`src/rtl/lru_pkg.sv`:
```
package lru_pkg;
  typedef struct packed {
    logic selGo;
    logic touchGo;
  } lruStrobes_t;
endpackage

```
`src/rtl/lru_ctrl.sv`:
```
module lru_ctrl #(
  parameter int NUM_WAYS = 4,
  localparam int LIM_W = $clog2(NUM_WAYS + 1)
) (
  input  logic                 clk,
  input  logic                 rst_n,
  input  logic                 selReq,
  input  logic                 touchEn,
  input  logic                 limitWr,
  input  logic [LIM_W-1:0]     limitIn,
  output lru_pkg::lruStrobes_t strobes,
  output logic [LIM_W-1:0]     limitQ,
  output logic                 limitErrQ
);
  logic limitBad;

  assign limitBad = (limitIn == '0) || (limitIn > LIM_W'(NUM_WAYS));

  always_comb begin
    strobes.selGo   = selReq;
    strobes.touchGo = touchEn;
  end

  always_ff @(posedge clk) begin
    if (!rst_n) begin
      limitQ    <= LIM_W'(NUM_WAYS);
      limitErrQ <= 1'b0;
    end else begin
      limitErrQ <= limitWr && limitBad;
      if (limitWr && !limitBad) limitQ <= limitIn;
    end
  end

  // the limit stays inside 1..N at all times
  a_r3_limit_range: assert property (@(posedge clk) disable iff (!rst_n)
    (limitQ >= LIM_W'(1)) && (limitQ <= LIM_W'(NUM_WAYS)));

  // a refused write leaves the limit untouched
  a_r3_reject_keeps: assert property (@(posedge clk) disable iff (!rst_n)
    limitErrQ |-> $stable(limitQ));

  // an accepted write shows up one cycle later
  a_r2_write_lands: assert property (@(posedge clk) disable iff (!rst_n)
    (limitWr && !limitBad) |=> (limitQ == $past(limitIn)));
endmodule

```
`src/rtl/lru_datapath.sv`:
```
module lru_datapath #(
  parameter int NUM_WAYS = 4,
  parameter int NUM_SETS = 4,
  localparam int WAY_W = $clog2(NUM_WAYS),
  localparam int SET_W = $clog2(NUM_SETS),
  localparam int LIM_W = $clog2(NUM_WAYS + 1)
) (
  input  logic                 clk,
  input  logic                 rst_n,
  input  lru_pkg::lruStrobes_t strobes,
  input  logic [LIM_W-1:0]     limit,
  input  logic [SET_W-1:0]     lookupSet,
  input  logic [NUM_WAYS-1:0]  validBits,
  input  logic [SET_W-1:0]     touchSet,
  input  logic [WAY_W-1:0]     touchWay,
  input  logic [SET_W-1:0]     probeSet,
  input  logic [WAY_W-1:0]     probeWay,
  output logic                 selDone,
  output logic                 victimValid,
  output logic [WAY_W-1:0]     victimWay,
  output logic [WAY_W-1:0]     probePos
);
  logic [WAY_W-1:0] stackQ [NUM_SETS][NUM_WAYS];
  logic [WAY_W-1:0] rowNext [NUM_WAYS];
  logic [WAY_W-1:0] oldPos;
  logic [WAY_W-1:0] lruWay, invWay, probePosD;
  logic             lruFound, invFound;

  // move-to-front of the touched way
  always_comb begin
    oldPos = '0;
    for (int p = 0; p < NUM_WAYS; p++)
      if (stackQ[touchSet][p] == touchWay) oldPos = WAY_W'(p);
    rowNext[0] = touchWay;
    for (int i = 1; i < NUM_WAYS; i++)
      rowNext[i] = (WAY_W'(i) <= oldPos) ? stackQ[touchSet][i-1] : stackQ[touchSet][i];
  end

  // victim search: invalid eligible way first, then least recent eligible way
  always_comb begin
    invFound = 1'b0;
    invWay   = '0;
    for (int w = 0; w < NUM_WAYS; w++)
      if (!invFound && !validBits[w] && (LIM_W'(w) < limit)) begin
        invFound = 1'b1;
        invWay   = WAY_W'(w);
      end
    lruFound = 1'b0;
    lruWay   = '0;
    for (int p = NUM_WAYS - 1; p >= 0; p--)
      if (!lruFound && (LIM_W'(stackQ[lookupSet][p]) < limit)) begin
        lruFound = 1'b1;
        lruWay   = stackQ[lookupSet][p];
      end
  end

  always_comb begin
    probePosD = '0;
    for (int p = 0; p < NUM_WAYS; p++)
      if (stackQ[probeSet][p] == probeWay) probePosD = WAY_W'(p);
  end

  always_ff @(posedge clk) begin
    if (!rst_n) begin
      for (int s = 0; s < NUM_SETS; s++)
        for (int p = 0; p < NUM_WAYS; p++)
          stackQ[s][p] <= WAY_W'(p);
      selDone     <= 1'b0;
      victimValid <= 1'b0;
      victimWay   <= '0;
      probePos    <= '0;
    end else begin
      if (strobes.touchGo)
        for (int i = 0; i < NUM_WAYS; i++)
          stackQ[touchSet][i] <= rowNext[i];
      selDone     <= strobes.selGo;
      victimValid <= strobes.selGo && (invFound || lruFound);
      victimWay   <= invFound ? invWay : lruWay;
      probePos    <= probePosD;
    end
  end

  // victim is below the limit that held when the search ran
  a_r7_victim_below_limit: assert property (@(posedge clk) disable iff (!rst_n)
    victimValid |-> (LIM_W'(victimWay) < $past(limit)));

  // result timing follows the request by one cycle
  a_r8_done_follows_req: assert property (@(posedge clk) disable iff (!rst_n)
    strobes.selGo |=> selDone);
  a_r8_no_spurious_done: assert property (@(posedge clk) disable iff (!rst_n)
    !strobes.selGo |=> !selDone);

  // with a legal limit every selection yields a victim
  a_r9_always_victim: assert property (@(posedge clk) disable iff (!rst_n)
    selDone |-> victimValid);

  // the touched way lands at the front of its set
  a_r4_touch_to_front: assert property (@(posedge clk) disable iff (!rst_n)
    strobes.touchGo |=> (stackQ[$past(touchSet)][0] == $past(touchWay)));
endmodule

```
`src/rtl/lru_way_limit.sv`:
```
module lru_way_limit #(
  parameter int NUM_WAYS = 4,
  parameter int NUM_SETS = 4,
  localparam int WAY_W = $clog2(NUM_WAYS),
  localparam int SET_W = $clog2(NUM_SETS),
  localparam int LIM_W = $clog2(NUM_WAYS + 1)
) (
  input  logic                clk,
  input  logic                rst_n,
  input  logic                selReq,
  input  logic [SET_W-1:0]    lookupSet,
  input  logic [NUM_WAYS-1:0] validBits,
  input  logic                limitWr,
  input  logic [LIM_W-1:0]    limitIn,
  input  logic                touchEn,
  input  logic [SET_W-1:0]    touchSet,
  input  logic [WAY_W-1:0]    touchWay,
  input  logic [SET_W-1:0]    probeSet,
  input  logic [WAY_W-1:0]    probeWay,
  output logic                selDone,
  output logic                victimValid,
  output logic [WAY_W-1:0]    victimWay,
  output logic [LIM_W-1:0]    limitCur,
  output logic                limitErr,
  output logic [WAY_W-1:0]    probePos
);
  lru_pkg::lruStrobes_t strobes;

  lru_ctrl #(.NUM_WAYS(NUM_WAYS)) i_ctrl (
    .clk(clk), .rst_n(rst_n), .selReq(selReq), .touchEn(touchEn),
    .limitWr(limitWr), .limitIn(limitIn), .strobes(strobes),
    .limitQ(limitCur), .limitErrQ(limitErr)
  );

  lru_datapath #(.NUM_WAYS(NUM_WAYS), .NUM_SETS(NUM_SETS)) i_dp (
    .clk(clk), .rst_n(rst_n), .strobes(strobes), .limit(limitCur),
    .lookupSet(lookupSet), .validBits(validBits),
    .touchSet(touchSet), .touchWay(touchWay),
    .probeSet(probeSet), .probeWay(probeWay),
    .selDone(selDone), .victimValid(victimValid), .victimWay(victimWay),
    .probePos(probePos)
  );
endmodule

```
`config.mk`:
```
export PLATFORM = sky130hd
export DESIGN_NAME = lru_way_limit
export DESIGN_NICKNAME = d
export VERILOG_FILES = /design/src/rtl/lru_pkg.sv /design/src/rtl/lru_ctrl.sv /design/src/rtl/lru_datapath.sv /design/src/rtl/lru_way_limit.sv
export SDC_FILE = /design/constraint.sdc
export NUM_CORES = 1
export LEC_CHECK = 0
export CAP_MARGIN = 20
export CORE_MARGIN = 2
export CORE_UTILIZATION = 25
export CTS_BUF_LIST = sky130_fd_sc_hd__clkbuf_8 sky130_fd_sc_hd__clkbuf_16
export DETAILED_ROUTE_END_ITERATION = 8
export MAX_ROUTING_LAYER = met4
export SKIP_CTS_REPAIR_TIMING = 1
export SLEW_MARGIN = 20
export SYNTH_ARGS = -nofsm -noshare
export SYNTH_HDL_FRONTEND = slang
export SYNTH_HIERARCHICAL = 1
export SYNTH_SLANG_ARGS = --single-unit
```
`constraint.sdc`:
```
create_clock -name clk -period 3.9 [get_ports clk]
set_input_delay 0.39 -clock clk [delete_from_list [all_inputs] [get_ports clk]]
set_output_delay 0.39 -clock clk [all_outputs]
set_load 0.005 [all_outputs]
```
# ---- After elaboration in Yosys (flattened, before gate mapping)
# Memory sizes are Yosys's and may differ from the RTL's.
# Index checks and enable logic that the tools add are counted.
dict set report op_classes {
  n_lt_le_gt_ge 12
  n_eq_ne 6
  mux 32
  n_reduce_logical 28
}
# op count
set ops {}
lappend ops {{$mux 2} 15}
lappend ops {{$mux 1} 16}
lappend ops {{$logic_and 1x1->1} 13}
lappend ops {{$eq 2x2->1} 6}
lappend ops {{$lt 2x3->1} 4}
lappend ops {{$logic_not 1->1} 11}
lappend ops {{$mux 8} 1}
lappend ops {{$reduce_or 8->1} 1}
lappend ops {{$lt 1x3->1 const A} 2}
lappend ops {{$lt 2x3->1 const A} 2}
lappend ops {{$le 2x2->1 const A} 2}
lappend ops {{$gt 3x3->1 const B} 1}
lappend ops {{$logic_not 3->1} 1}
lappend ops {{$le 1x2->1 const A} 1}
lappend ops {{$logic_or 1x1->1} 2}
dict set report word_totals {
  register_bits 10
  ramBits 32
  inputBits 22
  out_inout_bits 10
  n_memories 1
}
# name words word_bits read_ports rd_clocked_by_memory_dff write_ports line_no
set mem_list {}
lappend mem_list {i_dp.stackQ 4 8 3 0 4 lru_datapath.sv:23} ;# logic [WAY_W-1:0] stackQ [NUM_SETS][NUM_WAYS];

# ---- Longest topological paths before layout
dict set report depth {
  depth_word 17
  mapped_depth 8
}

# ---- Cells and area by module
# Netlist, hierarchy kept.
# module n_inst cells_each area_each_um2 seq_area_each_um2
set modules_own_cells {}
lappend modules_own_cells {lru_datapath 1 217 2661.3 1081.0}
lappend modules_own_cells {lru_ctrl 1 25 203.9 80.1}

# ---- Worst setup path before layout
# No wires, ideal clock.
dict set report synth_path {
  path_type {input port to flip-flop}
  startpoint {in lookupSet[0]}
  endpoint {reg i_dp.victimWay[1]}
  t_arrival_ns 2.468
  required_time_ns 3.778
  path_slack_ns 1.310
  stages 8
  cell_sequence {buf_6 -> mux4_1 -> ha_1 -> or3b_2 -> o221ai_2 -> nand2b_1 -> nor3_1 -> o311a_1}
}
dict set report synth_between {
  elab_chain_cells 13
  word_cells_on_any_way 19
  classes_between {order compare: 4; mux: 8; reduce/logical: 6; memory: 1}
}
# item line_no
set synth_rtl {}
lappend synth_rtl {{start, declared} lru_way_limit.sv:11} ;# input logic [SET_W-1:0] lookupSet,
lappend synth_rtl {{$mem_v2 4x8 *} n/a}
lappend synth_rtl {{$lt 2x3->1} lru_datapath.sv:51} ;# if (!lruFound && (LIM_W'(stackQ[lookupSet][p]) < limit)) begin
lappend synth_rtl {{$mux 1} lru_datapath.sv:51}
lappend synth_rtl {{$logic_not 1->1} lru_datapath.sv:51}
lappend synth_rtl {{$logic_and 1x1->1} lru_datapath.sv:51}
lappend synth_rtl {{$mux 1} lru_datapath.sv:51}
lappend synth_rtl {{$logic_not 1->1} lru_datapath.sv:51}
lappend synth_rtl {{$logic_and 1x1->1} lru_datapath.sv:51}
lappend synth_rtl {{$mux 1} lru_datapath.sv:51}
lappend synth_rtl {{$logic_not 1->1} lru_datapath.sv:51}
lappend synth_rtl {{$logic_and 1x1->1} lru_datapath.sv:51}
lappend synth_rtl {{$mux 2 *} lru_datapath.sv:51}
lappend synth_rtl {{$mux 2 *} lru_datapath.sv:78} ;# victimWay <= invFound ? invWay : lruWay;
lappend synth_rtl {{end signal, assigned} lru_datapath.sv:78}
lappend synth_rtl {{end, declared} lru_datapath.sv:20} ;# output logic [WAY_W-1:0] victimWay,
# Mark *: on every way between the ends. The rest lies on a longest branch, timed or not.
# A chain may end at the register's enable or synchronous reset.

==> flow_summary_export.csv <==
group,metric,value,unit
run_status,status,"completed",
cells_and_area,multi_input_area,1590,um^2
floorplan,initial_core_util,0.253,
cells_and_area,antenna_cells,0,
synthesis,synth.yosys.seq_area_share,0.405,
worst_setup_path,critPathKind,"input pin to flip-flop",
power_and_ir_drop,power.total,1.21,mW
synthesis,synthCells,242,
route,first_pass_iters,5,
worst_setup_path,arrival,2840,ps
cells_and_area,drive_gt1_frac,0.165,
timing,hold_viol_final,0,
worst_setup_path,crit_fanout,13,
timing,maxSlewHeadroom,0.328,
timing,fin_skew,9.53,ps
route,drt_iter0_drc,180,
global_route,grt_start_max_net_pins,19,
worst_setup_path,rr_endpoint,"i_dp/victimWay[1]",
global_route,grt_usage,0.122,
flow_run,timing.max_cap.violations,0,
synthesis,syn_nets,268,
clock_tree,cts_sinks,42,
floorplan,die_x,111,um
clock_tree,clk_pin_slew_worst_paths,70,ps
route,drc_errors,0,
synthesis,synth-seq-cells,42,
worst_setup_path,critPathRequiredTime,3900,ps
cells_and_area,final_cells,415,
global_route,antenna_found_initial,0,
cells_and_area,area_growth,21.3,%
power_and_ir_drop,power_density,349,nW/um^2
cells_and_area,nNetsFinal,297,
route,drtAntennaViolNets,0,
worst_setup_path,rr_worst_depth,7,
timing,fin_tns_setup,0,ps
place,place_inst,407,
synthesis,syn_area,2870,um^2
synthesis,synthFlopType,"edfxtp_1",
synthesis,yosys_warnings,6,
timing,setup_viol,0,
cells_and_area,final_common_cell,"edfxtp_1",
clock_tree,clock_latency,290,ps
timing,fmax,352,MHz
worst_setup_path,r2r_slack,1300,ps
global_route,grt_remaining_overflow,0,
synthesis,avgSynthCellArea,11.8,um^2
worst_setup_path,startpoint_type,"input pin",
clock_tree,cts.htree.levels,2,
timing,period_needed,2840,ps
floorplan,core_area,11300,um^2
route,routed_wl,7060,um
floorplan,dieHeight,111,um
clock_tree,cts-root-buf,"clkbuf_16",
floorplan,rows,39,
timing,drv_slew,0,
clock_tree,ctsLongestPathBuffers,2,
cells_and_area,fill_cells,1159,
timing,rsz0062_at_grt,"false",
worst_hold_path,hold_end,"i_ctrl/limitQ[1]",
route,via_per_inst,5.13,
worst_hold_path,hold_depth,2,
clock_tree,cts_tree,"built",
worst_hold_path,min_path_type,"flip-flop to flip-flop",
synthesis,yosysUniqueCellTypes,57,
global_route,grt_pass1_vias,2123,
timing,finalCritPeriodShare,0.729,
global_route,grt_first_pass_wirelength,11600,um
place,place_hpwl,5250,um
cells_and_area,final_cell_mix,"edfxtp_1, clkdlybuf4s50_1, nand2_1",
worst_hold_path,hold_start,"i_ctrl/limitQ[1]",
worst_setup_path,r2r_start,"i_dp/stackQ[1][3]",
synthesis,async_reset_ff_frac,0,
power_and_ir_drop,p_leak,1.15,nW
clock_tree,cts_buffers,5,
route,vias,2129,
route,avgRoutedWirePerCell,17.0,um
synthesis,synth_edf_count,32,
timing,worstMarginPinSlew,1000,ps
cells_and_area,ff_latch_area,1160,um^2
floorplan,io_pins,32,
power_and_ir_drop,vdd_drop_max,0.167,mV
place,place.gp.congestion,0.866,
floorplan,die_area,12300,um^2
place,io_buffers,31,
worst_setup_path,worstSetupEndpointType,"flip-flop",
-- stage by stage --
stage / util / hold WS [ps] / setup slack [ps] / instance area [um^2]
final: 0.307 / 572 / 1060 / 3470
after global routing: 0.307 / 629 / 920 / 3470
after CTS: 0.307 / 582 / 1040 / 3470
after detailed placement: 0.292 / 571 / 751 / 3310
after global placement: 0.292 / 577 / 782 / 3310
after floorplan: - / 466 / 1310 / 2870
-- power by group --
group / switching [mW] / internal (mW) / total [mW]
Combinational: 0.111 / 0.109 / 0.220
Clock: 0.176 / 0.300 / 0.476
Sequential: 0.0148 / 0.502 / 0.516
-- worst max-delay path by stage --
stage                 start           endpoint  slack (ps)  depth (start not counted)
2_1_floorplan  lookupSet[0]  i_dp/victimWay[1]        1310                          8
3_3_place_gp    touchSet[0]  i_dp/stackQ[0][4]         780                          7
3_5_place_dp    touchSet[0]  i_dp/stackQ[0][3]         750                          7
4_1_cts         touchSet[0]  i_dp/stackQ[0][3]        1040                          7
5_1_grt         touchSet[0]  i_dp/stackQ[0][3]         920                          7
6_report        touchSet[0]  i_dp/stackQ[0][3]        1060                          7
-- Yosys cell counts, types with 2 or more instances --
master | n | share of area
a21boi_0 | 2 | 0.0052
a21oi_1 | 6 | 0.010
a221oi_1 | 3 | 0.0092
a22oi_1 | 2 | 0.0052
a31oi_1 | 3 | 0.0066
and2_1 | 9 | 0.020
and3_1 | 7 | 0.015
buf_1 | 2 | 0.0026
buf_2 | 3 | 0.0052
buf_4 | 2 | 0.0052
buf_6 | 2 | 0.0079
clkbuf_1 | 3 | 0.0039
dfxtp_1 | 10 | 0.070
edfxtp_1 | 32 | 0.34
ha_1 | 4 | 0.017
inv_1 | 9 | 0.012
mux2_2 | 4 | 0.016
mux2i_1 | 3 | 0.010
mux4_1 | 6 | 0.055
mux4_2 | 15 | 0.12
nand2_1 | 23 | 0.030
nand2b_1 | 17 | 0.037
nand3_1 | 2 | 0.0035
nor2_1 | 11 | 0.014
nor2b_1 | 3 | 0.0066
nor3_1 | 3 | 0.0052
o21ai_0 | 4 | 0.0070
o21ai_1 | 6 | 0.010
o221a_2 | 2 | 0.0079
o22ai_1 | 3 | 0.0066
o2bb2ai_1 | 3 | 0.0092
o311a_1 | 2 | 0.0070
or3_1 | 2 | 0.0044
xnor2_1 | 7 | 0.021
xnor2_2 | 4 | 0.023
xor2_1 | 2 | 0.0061
-- flip-flops by register name, summed over array words and instances, names as in the netlist --
register / cells
i_dp/probePos: 2
i_dp/stackQ: 32
i_dp/selDone: 1
i_ctrl/limitQ: 3
i_dp/victimValid: 1
i_ctrl/limitErrQ: 1
i_dp/victimWay: 2
-- routing by layer --
metal / routed length [um] / track usage / part of all wire
met4: 72 / 0.0288 / 0.010
met1: 3190 / 0.154 / 0.45
met5: 0 / - / 0
met2: 3500 / 0.200 / 0.50
met3: 296 / 0.0312 / 0.042
-- cells by family after synthesis --
logic type / synth area share
and+or+nand+nor: 0.158
AOI/OAI and AO/OA: 0.131
DFF: 0.405
muxes: 0.199
buffers and inverters: 0.0384
xor gates and xnor gates: 0.0502
adders and majority gates: 0.0175
-- layout make-up --
type                    instances  share of cell area
repair buffers                 35              0.0979
multi-input cells             178               0.459
clock buffers                   5              0.0360
clock inverters                 3              0.0119
inverters                       9             0.00972
flip-flops and latches         42               0.334
well taps                     143              0.0515
-- critical path, cell delays in order --
cell	delay (ps)
clkdlybuf4s50_1	680
buf_4	280
mux4_2	600
xnor2_2	260
a22o_4	200
mux2i_1	330
nand2_1	100
Note: power is estimated with default switching activity, not from simulation.
